<file path="src/rtl/irq_lat_pkg.sv">
// Shared types for the interrupt request latch.
package irq_lat_pkg;

    // Per-line trigger selection as stored in the mode register.
    typedef enum logic {
        TRIG_EDGE  = 1'b0,
        TRIG_LEVEL = 1'b1
    } trig_mode_e;

endpackage

</file>
<file path="src/rtl/irq_mode_reg.sv">
// Trigger-mode register.
// Holds one mode bit per line. Writes are filtered by a constant mask so that
// lines not allowed to be level-sensitive always hold 0 (edge).
// Assumes a synchronous active-low reset; init is handled elsewhere and does
// not touch this register.
module irq_mode_reg #(
    parameter int          LINES     = 8,
    parameter logic [LINES-1:0] MODE_MASK = 8'hF8
) (
    input  logic             clk,
    input  logic             rst_n,
    input  logic             wr_en,
    input  logic [LINES-1:0] wr_data,
    output logic [LINES-1:0] mode_q
);

    // Store masked write data; reset to all-edge.
    always_ff @(posedge clk) begin
        if (!rst_n)
            mode_q <= '0;
        else if (wr_en)
            mode_q <= wr_data & MODE_MASK;
    end

endmodule

</file>
<file path="src/rtl/irq_index_decode.sv">
// Decodes a valid strobe plus a line index into a one-hot line vector.
// Indices at or beyond LINES produce no hit.
module irq_index_decode #(
    parameter int LINES = 8,
    localparam int IDXW = (LINES > 1) ? $clog2(LINES) : 1
) (
    input  logic             vld,
    input  logic [IDXW-1:0]  idx,
    output logic [LINES-1:0] hit
);

    // One comparator per line.
    for (genvar g = 0; g < LINES; g++) begin : g_dec
        assign hit[g] = vld && (idx == IDXW'(g));
    end

endmodule

</file>
<file path="src/rtl/irq_line_cell.sv">
// Request state for one interrupt line.
// Keeps the latched request and the recorded previous level. A pulse acts as
// a high input with a cleared history for that cycle. In edge mode a detected
// rising transition takes precedence over an acknowledge in the same cycle.
// Assumes line_in is already synchronised to clk.
module irq_line_cell
    import irq_lat_pkg::*;
(
    input  logic       clk,
    input  logic       rst_n,
    input  logic       init_clr,
    input  logic       line_in,
    input  trig_mode_e mode,
    input  logic       ack_hit,
    input  logic       pulse_hit,
    output logic       req_q
);

    logic prev_q;
    logic eff_high;
    logic rise_seen;
    logic req_d;

    // Effective level and rising-transition detect.
    assign eff_high  = line_in | pulse_hit;
    assign rise_seen = eff_high & (~prev_q | pulse_hit);

    // Next request value by trigger mode.
    always_comb begin
        req_d = req_q;
        if (mode == TRIG_LEVEL)
            req_d = eff_high;
        else if (!eff_high)
            req_d = 1'b0;
        else if (rise_seen)
            req_d = 1'b1;
        else if (ack_hit)
            req_d = 1'b0;
    end

    // Request and history registers; init clears both like reset.
    always_ff @(posedge clk) begin
        if (!rst_n || init_clr) begin
            req_q  <= 1'b0;
            prev_q <= 1'b0;
        end else begin
            req_q  <= req_d;
            prev_q <= eff_high;
        end
    end

endmodule

</file>
<file path="src/rtl/irq_request_latch.sv">
// Interrupt request latch, top level.
// Captures LINES interrupt inputs into a request vector with per-line edge or
// level triggering, masked mode writes, acknowledge and pulse strobes.
// Assumes synchronised inputs and a single clock; reset is synchronous and
// active low.
module irq_request_latch
    import irq_lat_pkg::*;
#(
    parameter int               LINES     = 8,
    parameter logic [LINES-1:0] MODE_MASK = 8'hF8,
    localparam int              IDXW      = (LINES > 1) ? $clog2(LINES) : 1
) (
    input  logic             clk,
    input  logic             rst_n,
    input  logic             init_clr,
    input  logic [LINES-1:0] line_in,
    input  logic             pulse_vld,
    input  logic [IDXW-1:0]  pulse_idx,
    input  logic             mode_wr,
    input  logic [LINES-1:0] mode_wdata,
    output logic [LINES-1:0] mode_rdata,
    input  logic             ack_vld,
    input  logic [IDXW-1:0]  ack_idx,
    output logic [LINES-1:0] req_out
);

    logic [LINES-1:0] mode_q;
    logic [LINES-1:0] ack_hit;
    logic [LINES-1:0] pulse_hit;

    irq_mode_reg #(.LINES(LINES), .MODE_MASK(MODE_MASK)) u_mode (
        .clk     (clk),
        .rst_n   (rst_n),
        .wr_en   (mode_wr),
        .wr_data (mode_wdata),
        .mode_q  (mode_q)
    );

    irq_index_decode #(.LINES(LINES)) u_ack_dec (
        .vld (ack_vld),
        .idx (ack_idx),
        .hit (ack_hit)
    );

    irq_index_decode #(.LINES(LINES)) u_pulse_dec (
        .vld (pulse_vld),
        .idx (pulse_idx),
        .hit (pulse_hit)
    );

    // One request cell per line.
    for (genvar g = 0; g < LINES; g++) begin : g_line
        irq_line_cell u_cell (
            .clk       (clk),
            .rst_n     (rst_n),
            .init_clr  (init_clr),
            .line_in   (line_in[g]),
            .mode      (trig_mode_e'(mode_q[g])),
            .ack_hit   (ack_hit[g]),
            .pulse_hit (pulse_hit[g]),
            .req_q     (req_out[g])
        );
    end

    assign mode_rdata = mode_q;

endmodule

</file>
<file path="config.mk">
export PLATFORM = sky130hd
export DESIGN_NAME = irq_request_latch
export DESIGN_NICKNAME = d
export VERILOG_FILES = /design/src/rtl/irq_lat_pkg.sv /design/src/rtl/irq_mode_reg.sv /design/src/rtl/irq_index_decode.sv /design/src/rtl/irq_line_cell.sv /design/src/rtl/irq_request_latch.sv
export SDC_FILE = /design/constraint.sdc
export NUM_CORES = 1
export LEC_CHECK = 0
export BUFFER_PORTS_ARGS = -buffer_cell sky130_fd_sc_hd__buf_2
export CORE_MARGIN = 10
export CORE_UTILIZATION = 29
export CTS_BUF_LIST = sky130_fd_sc_hd__clkbuf_4 sky130_fd_sc_hd__clkbuf_8
export DETAILED_ROUTE_END_ITERATION = 10
export GPL_TIMING_DRIVEN = 0
export MAX_ROUTING_LAYER = met4
export PLACE_DENSITY = 0.53
export SYNTH_ARGS = -nofsm -noshare
export SYNTH_HDL_FRONTEND = slang
export SYNTH_SLANG_ARGS = --single-unit
</file>
<file path="constraint.sdc">
create_clock -name clk -period 0.8 [get_ports clk]
set_input_delay 0.08 -clock clk [delete_from_list [all_inputs] [get_ports clk]]
set_output_delay 0.08 -clock clk [all_outputs]
set_load 0.03 [all_outputs]
</file>
# Word level (Yosys, flattened, before mapping)
# Cells that the tools add are included.
word_totals:
  ff_bits: 21
  in_bits: 28
  word_cells: 120
classes:
  eq_ne: 22
  muxes: 29
  n_bitwise: 32
  n_reduce_logical: 20
op_table:
  columns: ["cell", "n"]
  rows:
  - ["1-bit two-way mux", 29]
  - ["3-bit == test, second input constant", 8]
  - ["4-bit by 3-bit inequality test with 1-bit output, second input constant", 5]
  - ["1-bit logical AND", 16]
  - ["1-bit bitwise OR", 16]
  - ["3-bit by 2-bit == test with 1-bit output, second input constant", 4]
  - ["3-bit by 2-bit inequality test with 1-bit output, second input constant", 3]
  - ["1-bit AND", 8]
  - ["1-bit NOT", 8]
  - ["3-bit by 1-bit == test with 1-bit output, second input constant", 2]
  - ["3-bit logical NOT", 2]
  - ["1-bit logical NOT", 1]
  - ["1-bit logical OR", 1]

# Depth between registers and ports, before layout
logic_depth:
  ltp_word: 7
  depth_mapped: 4
  ltp_nobuf: 3

# Cells and area by module
# A second synthesis with hierarchy kept.
unflattened:
  cells_unflattened: 100
  area_unflattened_um2: 1032.2
modules_own_cells:
  columns: ["mod", "n_inst", "cells_each", "area_per_inst_um2", "seq_area_each_um2"]
  rows:
  - ["irq_line_cell", 8, 8, 77.6, 40.0]
  - ["irq_mode_reg", 1, 20, 219.0, 100.1]
  - ["irq_index_decode", 2, 8, 96.3, 0.0]

# Worst setup path before layout
# OpenSTA, ideal clock, no wires.
synth_timing:
  kind: "input-to-reg"
  start: "input ack_idx[0]"
  end: "register g_line[0].u_cell.req_q"
  arrival_ns: 0.679
  required_time_ns: 0.680
  slack_ns: 0.001
  cell_stages: 3
  n_path_buf: 0
  path_cell_list: "nand2b_1 o31a_1 o31a_1"
synth_between:
  elab_chain_cells: 3
synth_rtl:
  columns: ["item", "line_no", "source"]
  rows:
  - ["from (decl)", "irq_request_latch.sv:23", "input logic [IDXW-1:0] ack_idx,"]
  - ["3-bit logical NOT", "irq_index_decode.sv:14", "assign hit[g] = vld && (idx == IDXW'(g));"]
  - ["1-bit logical AND", "irq_index_decode.sv:14", null]
  - ["3-bit by 2-bit inequality test with 1-bit output (no line)", null, null]
  - ["to (signal assigned)", "irq_line_cell.sv:47", "req_q <= req_d;"]
  - ["to (decl)", "irq_line_cell.sv:16", "output logic req_q"]
# No other way between the ends.
# A chain may end at the register's enable or synchronous reset.

# Worst setup path in the final report
layout_timing:
  start: "register u_mode.mode_q[7]"
  end: "output mode_rdata[7]"
layout_rtl:
  columns: ["item", "line_no", "source"]
  rows:
  - ["from (decl)", "irq_mode_reg.sv:14", "output logic [LINES-1:0] mode_q"]
  - ["from (signal assigned)", "irq_mode_reg.sv:22", "mode_q <= wr_data & MODE_MASK;"]
  - ["to (decl)", "irq_request_latch.sv:21", "output logic [LINES-1:0] mode_rdata,"]
# No word-level cell between the ends.

==> flow_results.xml <==
<?xml version="1.0" encoding="UTF-8"?>
<metrics>
  <group name="logic_synthesis">
    <metric name="yosysWarningCount" unit="">0</metric>
    <metric name="ys_top_cells_by_area" unit="">sky130_fd_sc_hd__dfxtp_1 (43%), sky130_fd_sc_hd__buf_4 (13%), sky130_fd_sc_hd__o21a_1 (6.1%)</metric>
    <metric name="post-synth-top-count-cell" unit="">sky130_fd_sc_hd__dfxtp_1</metric>
    <metric name="ys_types" unit="">19</metric>
    <metric name="synth-seq-area-share" unit="%">42.6</metric>
    <metric name="post-synth-top-area-cell" unit="">sky130_fd_sc_hd__dfxtp_1</metric>
    <metric name="synth_async_sr_flop_share" unit="%">0</metric>
    <metric name="synthesis.area" unit="um2">987</metric>
    <metric name="synth_enable_flop_cells" unit="">0</metric>
    <metric name="postSynth.topFlopCell" unit="">sky130_fd_sc_hd__dfxtp_1</metric>
    <metric name="synth.cells.most_frequent" unit="">sky130_fd_sc_hd__dfxtp_1 (21), sky130_fd_sc_hd__buf_4 (17), sky130_fd_sc_hd__o21a_1 (8)</metric>
    <metric name="syn_inst" unit="">96</metric>
    <metric name="synthesized_flop_and_latch_total" unit="">21</metric>
    <metric name="proportion_of_netlist_area_held_by_the_largest_area_contributor" unit="%">42.6</metric>
    <metric name="syn_area_per_cell" unit="um2">10.3</metric>
  </group>
  <group name="drt">
    <metric name="number_of_drc_markers_after_the_initial_detailed_route_iteration" unit="">29</metric>
    <metric name="drt_wl_total" unit="mm">2.54</metric>
    <metric name="route.vias.total" unit="">829</metric>
    <metric name="drt-vias-per-instance" unit="">4.41</metric>
    <metric name="wire_per_inst" unit="um">13.5</metric>
    <metric name="first_pass_iters" unit="">4</metric>
    <metric name="postRouteAntennaNets" unit="">0</metric>
    <metric name="drcViolationCount" unit="">0</metric>
  </group>
  <group name="critical_path">
    <metric name="r2r_setup_slack" unit="ps">-100</metric>
    <metric name="critPathKind" unit="">flip-flop to output pin</metric>
    <metric name="critPathMostFrequentCell" unit="">sky130_fd_sc_hd__buf_6</metric>
    <metric name="critical_path.n_buffers_inverters" unit="">2</metric>
    <metric name="critical_path.slowest_cell" unit="">sky130_fd_sc_hd__dfxtp_2</metric>
    <metric name="critPathRequiredTime" unit="ps">720</metric>
    <metric name="reg2reg_depth" unit="">4</metric>
    <metric name="timing.critical_path.from_type" unit="">flip-flop</metric>
    <metric name="rr_endpoint" unit="">g_line[3].u_cell.req_q</metric>
    <metric name="critPathCaptureType" unit="">output pin</metric>
    <metric name="cpLargestDelayFamily" unit="">flip-flops</metric>
    <metric name="worst_path_largest_cell_delay" unit="ps">340</metric>
    <metric name="timing.critical_path.arrival" unit="ps">870</metric>
    <metric name="timing.critical_path.cells" unit="">buf_6 &gt; buf_6</metric>
    <metric name="timing.critical_path.fanout_max" unit="">2</metric>
    <metric name="r2r_start" unit="">u_mode.mode_q[3]</metric>
  </group>
  <group name="sta">
    <metric name="timing_hold_violations_final" unit="">2</metric>
    <metric name="holdWs" unit="ps">-1.72</metric>
    <metric name="worst_slack" unit="ps">-154</metric>
    <metric name="slew_violations" unit="">0</metric>
    <metric name="finalSetupViolations" unit="">18</metric>
    <metric name="finClkSkew" unit="ps">2.72</metric>
    <metric name="period_needed" unit="ps">954</metric>
    <metric name="post-route-period-util" unit="%">119</metric>
    <metric name="grt_setup_unrepaired" unit="">true</metric>
    <metric name="fmax" unit="GHz">1.05</metric>
    <metric name="final.setup.tns" unit="ps">-1610</metric>
  </group>
  <group name="hold_path">
    <metric name="hold-path-cell-count" unit="">2</metric>
    <metric name="hp-class" unit="">primary input to flip-flop</metric>
    <metric name="min_to" unit="">g_line[3].u_cell.prev_q</metric>
    <metric name="hp-start" unit="">line_in[3]</metric>
  </group>
  <group name="global_route">
    <metric name="maximum_number_of_pins_on_one_net_before_global_route_repair" unit="">13</metric>
    <metric name="grt_remaining_overflow" unit="">0</metric>
    <metric name="grt_pass1_wl" unit="mm">4.15</metric>
    <metric name="antenna_found_initial" unit="">0</metric>
    <metric name="first_global_vias" unit="">917</metric>
    <metric name="grtUsageTotal" unit="%">8.63</metric>
  </group>
  <group name="finish">
    <metric name="layout-drive-gt1-share" unit="%">57.0</metric>
    <metric name="instances_no_fill" unit="">188</metric>
    <metric name="area_growth_syn_to_layout" unit="%">46.0</metric>
    <metric name="n_antenna_cell" unit="">0</metric>
    <metric name="finalNetCount" unit="">171</metric>
    <metric name="layout.core_utilization" unit="%">43.5</metric>
  </group>
  <group name="clock_network">
    <metric name="htreeDepth" unit="">1</metric>
    <metric name="cts-root-buf" unit="">sky130_fd_sc_hd__clkbuf_4</metric>
    <metric name="clock_sink_count" unit="">21</metric>
    <metric name="clock_latency_late_sink" unit="ps">300</metric>
    <metric name="clock_transition_at_the_registers_of_the_reported_paths" unit="ps">120</metric>
    <metric name="tritoncts" unit="">built</metric>
    <metric name="cts_inserted_buffers" unit="">3</metric>
    <metric name="cts_hold_repair.buffers" unit="">1</metric>
    <metric name="bufs_on_longest_clock_path" unit="">2</metric>
  </group>
  <group name="power_and_ir_drop">
    <metric name="worst_ir_drop_vdd" unit="V">0.000675</metric>
    <metric name="p_per_area" unit="nW/um2">1480</metric>
    <metric name="leakagePower" unit="uW">0.000673</metric>
    <metric name="total_power" unit="uW">2130</metric>
  </group>
  <group name="run_status">
    <metric name="violations" unit="">negative hold slack, negative setup slack</metric>
    <metric name="outcome" unit="">finished, violations left</metric>
  </group>
  <group name="die">
    <metric name="io-pin-count" unit="">44</metric>
    <metric name="start_util" unit="%">29.8</metric>
    <metric name="die_h" unit="um">78.3</metric>
    <metric name="std_cell_rows" unit="">21</metric>
    <metric name="die_x" unit="um">78.3</metric>
    <metric name="core" unit="um2">3310</metric>
    <metric name="fp.dieArea" unit="um2">6140</metric>
  </group>
  <group name="place">
    <metric name="hpwl" unit="mm">1.92</metric>
    <metric name="finalWeightedCongestion" unit="">0.682</metric>
    <metric name="post-place-ws" unit="ps">-219</metric>
    <metric name="place_inst" unit="">180</metric>
    <metric name="port_buffers" unit="">36</metric>
  </group>
  <group name="run">
    <metric name="drv.max_cap_violation_count" unit="">0</metric>
  </group>
</metrics>
layout make-up:
class | instances | area [um2]
tap | 46 | 57.6
timing repair buffer | 47 | 350
sequential | 21 | 437
buffer | 11 | 103
fill | 353 | 1870
clock inverter | 1 | 5.00
multi-input combinational | 57 | 459
clock buffer | 3 | 22.5
inverter | 2 | 7.51
layout by cell type (no fill, tap or decap), drive strengths merged:
master | netlist | layout
nor4b | 1 | 1
clkinv | 0 | 1
dfxtp | 21 | 21
a21boi | 6 | 6
nand2 | 2 | 2
dlygate4sd3 | 0 | 1
and4bb | 3 | 3
conb | 1 | 3
and4 | 1 | 1
o21ai | 6 | 6
mux2i | 5 | 5
inv | 2 | 2
o21a | 8 | 8
nand2b | 3 | 3
o31a | 4 | 4
buf | 18 | 57
clkbuf | 0 | 3
and4b | 3 | 3
nor2b | 7 | 7
nor3b | 5 | 5
stage by stage:
stage	hold WS, ps	instance area (um2)
floorplan	208	995
global placement	309	1230
detailed placement	311	1230
CTS	-10.6	1420
global route	-13.1	1440
finish	-1.72	1440
routing by layer:
metal,vias to the layer above,track usage (%),routed length [um]
li1,422,-,-
met2,19,14.9,1310
met1,386,9.42,1100
met3,2,1.71,89
met5,-,-,0
met4,0,3.76,32
how the worst max path moves through the flow:
stage / startpoint / end / slack, ps / cells past startpoint
after floorplan: ack_idx[0] / g_line[0].u_cell.req_q / 1 / 3
after global placement: ack_idx[0] / g_line[0].u_cell.req_q / -200 / 4
after detailed placement: ack_idx[0] / g_line[0].u_cell.req_q / -220 / 4
after CTS: u_mode.mode_q[3] / mode_rdata[3] / -170 / 2
after global routing: u_mode.mode_q[5] / mode_rdata[5] / -200 / 2
final: u_mode.mode_q[7] / mode_rdata[7] / -150 / 2
timing repair:
action / CTS / global route
resized for setup: 50 / 1
setup buffers: 7 / 3
hold endpoints to repair: 7 / 3
pin swaps: 9 / 5
endpoints found under the setup margin: 14 / 21
logic make-up after synthesis:
kind of cell	Yosys count	synth area share, %
other cells	1	0.380
flops	21	42.6
compound gates	24	17.6
simple gates	25	20.2
mux	5	5.07
buf+inv	20	14.2
state kept, by name, summed over array words and instances, names as in the netlist:
signal,count
g_line.u_cell.prev_q,8
g_line.u_cell.req_q,8
u_mode.mode_q,5
power by group:
group	switching (uW)	internal (uW)
sequential	25.4	1100
combinational	228	254
clock	331	186
total	584	1540
No activity file was read; power rests on OpenSTA's default activity.
